### src/rtl/dcl_pkg.sv
package dcl_pkg;
  typedef enum logic [1:0] {
    SRC_HOLD = 2'd0,
    SRC_PAR  = 2'd1,
    SRC_SER  = 2'd2
  } load_src_e;

  localparam int FB_W_DEF   = 7;
  localparam int POST_W_DEF = 2;
endpackage

### src/rtl/dcl_shift_chain.sv
module dcl_shift_chain #(
  parameter int W = 9
) (
  input  logic         clk,
  input  logic         rst_n,
  input  logic         ser_clk,
  input  logic         ser_din,
  output logic         shift_evt,
  output logic [W-1:0] shift_word
);
  logic         clk_prev_q;
  logic [W-1:0] sr_q;

  function automatic logic [W-1:0] shift_in(input logic [W-1:0] cur, input logic b);
    return {cur[W-2:0], b};
  endfunction

  assign shift_evt  = ser_clk & ~clk_prev_q;
  assign shift_word = sr_q;

  always_ff @(posedge clk or negedge rst_n) begin
    if (!rst_n) begin
      clk_prev_q <= 1'b0;
      sr_q       <= '1;
    end else begin
      clk_prev_q <= ser_clk;
      if (shift_evt) sr_q <= shift_in(sr_q, ser_din);
    end
  end
endmodule

### src/rtl/dcl_load_arb.sv
module dcl_load_arb (
  input  logic              par_lock,
  input  logic              ser_xfer,
  output dcl_pkg::load_src_e src
);
  always_comb begin
    if (!par_lock)     src = dcl_pkg::SRC_PAR;
    else if (ser_xfer) src = dcl_pkg::SRC_SER;
    else               src = dcl_pkg::SRC_HOLD;
  end
endmodule

### src/rtl/dcl_cfg_reg.sv
module dcl_cfg_reg #(
  parameter int W = 9
) (
  input  logic               clk,
  input  logic               rst_n,
  input  dcl_pkg::load_src_e src,
  input  logic [W-1:0]       par_word,
  input  logic [W-1:0]       ser_word,
  output logic [W-1:0]       word_q
);
  logic [W-1:0] next_word;

  always_comb begin
    unique case (src)
      dcl_pkg::SRC_PAR: next_word = par_word;
      dcl_pkg::SRC_SER: next_word = ser_word;
      default:          next_word = word_q;
    endcase
  end

  always_ff @(posedge clk or negedge rst_n) begin
    if (!rst_n) word_q <= '1;
    else        word_q <= next_word;
  end
endmodule

### src/rtl/div_cfg_latch.sv
module div_cfg_latch #(
  parameter int FB_W   = dcl_pkg::FB_W_DEF,
  parameter int POST_W = dcl_pkg::POST_W_DEF
) (
  input  logic              clk,
  input  logic              rst_n,
  input  logic              par_lock,
  input  logic [FB_W-1:0]   fb_div_in,
  input  logic [POST_W-1:0] post_code_in,
  input  logic              ser_clk,
  input  logic              ser_din,
  input  logic              ser_xfer,
  output logic [FB_W-1:0]   fb_div,
  output logic [POST_W-1:0] post_code
);
  localparam int W = FB_W + POST_W;

  logic               shift_evt;
  logic [W-1:0]       shift_word;
  logic [W-1:0]       par_word;
  logic [W-1:0]       cfg_word;
  dcl_pkg::load_src_e src;

  assign par_word = {post_code_in, fb_div_in};

  dcl_shift_chain #(.W(W)) u_chain (
    .clk(clk), .rst_n(rst_n), .ser_clk(ser_clk), .ser_din(ser_din),
    .shift_evt(shift_evt), .shift_word(shift_word)
  );

  dcl_load_arb u_arb (.par_lock(par_lock), .ser_xfer(ser_xfer), .src(src));

  dcl_cfg_reg #(.W(W)) u_reg (
    .clk(clk), .rst_n(rst_n), .src(src), .par_word(par_word),
    .ser_word(shift_word), .word_q(cfg_word)
  );

  assign fb_div    = cfg_word[FB_W-1:0];
  assign post_code = cfg_word[W-1:FB_W];
endmodule

### config.mk
export PLATFORM = sky130hd
export DESIGN_NAME = div_cfg_latch
export DESIGN_NICKNAME = d
export VERILOG_FILES = /design/src/rtl/dcl_pkg.sv /design/src/rtl/dcl_shift_chain.sv /design/src/rtl/dcl_load_arb.sv /design/src/rtl/dcl_cfg_reg.sv /design/src/rtl/div_cfg_latch.sv
export SDC_FILE = /design/constraint.sdc
export NUM_CORES = 1
export LEC_CHECK = 0
export BUFFER_PORTS_ARGS = -buffer_cell sky130_fd_sc_hd__buf_4
export CORE_ASPECT_RATIO = 1.1
export CORE_UTILIZATION = 49
export CTS_CLUSTER_DIAMETER = 200
export DETAILED_ROUTE_END_ITERATION = 8
export GPL_TIMING_DRIVEN = 0
export PLACE_DENSITY = 0.82
export SYNTH_ARGS = -nofsm -noshare
export SYNTH_HDL_FRONTEND = slang
export SYNTH_SLANG_ARGS = --single-unit
### constraint.sdc
create_clock -name clk -period 1.3 [get_ports clk]
set_clock_uncertainty 0.1 [all_clocks]
set_input_delay 0.195 -clock clk [delete_from_list [all_inputs] [get_ports clk]]
set_output_delay 0.195 -clock clk [all_outputs]
set_load 0.03 [all_outputs]
==> results.yml <==
run_status:
  outcome: "completed"
setup_path:
  critPathSlowestCell: "dfstp_2"
  cp.arrival_ps: 990
  cpLargestDelayFamily: "flip-flops"
  cp_num_buf_inv: 1
  path_class: "register to primary output"
  end_kind: "primary output"
  worst_ep_required_time_ps: 1000
  crit_chain: "buf_6"
  max_stage_delay_ps: 560
  start_kind: "register"
  cp_max_fo: 2
yosys:
  ys_top_cells_by_area: "dfstp_2 55%, mux2_4 16%, mux2i_1 11%"
  seq_area_frac_synth_pct: 58.2
  synth_top_area_share_pct: 55.3
  synthCells: 60
  synth_edf_count: 0
  ys_seq_elements: 19
  yosysMostFrequentCell: "dfstp_2"
  netlist_area_um2: 856
  yosys.area.top_type: "dfstp_2"
  yosysWarnings: 0
  synth.distinct_cells: 10
  ys_async_sr_fraction_pct: 100
  synth_flop_cell: "dfstp_2"
  synth_commonest_cells: "18 x dfstp_2, 9 x a21oi_1, 9 x mux2_4, 9 x mux2i_1, 9 x nor2_1"
  syn-num-nets: 75
  syn-mean-instance-area_um2: 14.3
layout:
  area_growth_pct: 32.7
  antennaDiodeCount: 0
  drive_gt1_share_pct: 65.5
  n_fill_cell: 100
  finalNonFillerCells: 104
  layout.nets: 103
clocking:
  cts_buffers: 3
  cts_sinks: 19
  cts_tree: "built"
  root_buffer: "clkbuf_4"
  clk_pin_slew_ps: 110
  clock_latency_ps: 300
  cts_max_path_buffers: 2
  htreeDepth: 1
place:
  dp_slack_ps: 158
  place_hpwl_um: 995
  placed_cells: 98
  gp_congestion: 0.690
  io_buffers: 21
sta:
  hold_violations: 0
  tightest_slew_ps: 229
  fmax_mhz: 777
  min_period_over_period_pct: 99.0
  finalSetupViolations: 0
  slew_headroom_pct: 84.7
  maxSlewViolCount: 0
  worst_slack_ps: 12.6
  min_period_ps: 1290
  rsz0062_at_grt: "true"
  hold_slack_ps: 10.3
routing:
  antenna_left: 0
  routed_wl_um: 1450
  post-route-drc-count: 0
  wl_per_cell_um: 13.9
  avgViaCountPerCell: 5.14
  dr_total_vias: 535
  drtIter0Drc: 4
  drt-pass1-iter-count: 2
floorplanning:
  ioPinCount: 24
  die_w_um: 41.8
  core_area_um2: 1600
  start_util_pct: 53.6
  die_h_um: 45.8
  rows: 15
  dieArea_um2: 1920
power:
  power.total_mw: 1.88
  p_per_area_nw_per_um2: 1660
  peakVddDrop_mv: 0.964
  leakagePower_nw: 0.534
global_routing:
  antenna_found_initial: 0
  grt_pass1_wl_um: 2470
  grt_overflow: 0
  track_usage_pct: 17.8
  grt_start_max_net_pins: 20
  grt_pass1_vias: 553
min_path:
  hp-class: "primary input to register"
run:
  maxCapViolations: 0
==> cell type report <==
cell class                 count  area [um^2]  area share [%]
multi-input combinational     37          318            28.0
tap                           17         21.3            1.87
buffer                         4         40.0            3.52
sequential                    19          498            43.8
timing repair buffer          23          231            20.4
clock inverter                 1         5.00           0.441
clock buffer                   3         22.5            1.98
==> repair_timing <==
item | in CTS | in global routing
endpoints found under the hold margin | 20 | 0
setup buffers | 0 | 0
resized for setup | 8 | 2
endpoints found under the setup margin | 8 | 18
hold buffers | 2 | 0
gates cloned | 0 | 1
==> layout by cell type, fill, tap and decap left out <==
master	count
dfstp_2	18
buf_4	13
mux2_4	9
mux2i_1	9
nor2_1	9
a21oi_1	9
buf_6	9
clkbuf_4	3
nor2b_4	1
buf_12	1
buf_2	1
clkinv_2	1
clkbuf_16	1
dlygate4sd3_1	1
dlymetal6s4s_1	1
dfrtp_1	1
==> per-stage QoR <==
stage | setup TNS, ps | utilization (%) | area, um^2
global route | -39.8 | 71.2 | 1140
global placement | 0 | 64.9 | 1030
finish | 0 | 71.2 | 1140
CTS | 0 | 69.7 | 1110
floorplan | 0 | - | 856
detailed placement | 0 | 64.9 | 1030
==> power by group <==
part,internal [mW],switching [mW]
Clock,0.115,0.185
Sequential,0.875,0.133
Combinational,0.346,0.232
==> worst paths after layout <==
kind / slack (ps) / startpoint / cells after the start / end
max: 10 / u_reg.word_q[3] / 1 / fb_div[3]
min: 10 / ser_clk / 1 / u_chain.clk_prev_q
max reg2reg: 100 / u_chain.clk_prev_q / 3 / u_chain.shift_word[6]
min reg2reg: 470 / u_reg.word_q[7] / 2 / u_reg.word_q[7]
max in group asynchronous: 660 / rst_n / 2 / u_chain.shift_word[7]
min in group asynchronous: 180 / rst_n / 2 / u_chain.clk_prev_q
==> registers in the layout, summed over array words and instances, names as in the netlist <==
register	flops
u_chain.clk_prev_q	1
u_chain.shift_word	9
u_reg.word_q	9
==> logic make-up after synthesis <==
kind of cell,synth area share [%]
flops,58.2
compound gates,5.26
buf+inv,4.68
mux,26.3
simple gates,5.55
==> routing by layer <==
metal	track usage, %	wire (um)	vias to the layer above
met4	13.5	44	0
li1	-	-	262
met5	0	0	-
met2	28.7	707	14
met1	22.0	645	254
met3	2.78	46	5
Power figures use the tool's default switching activity.
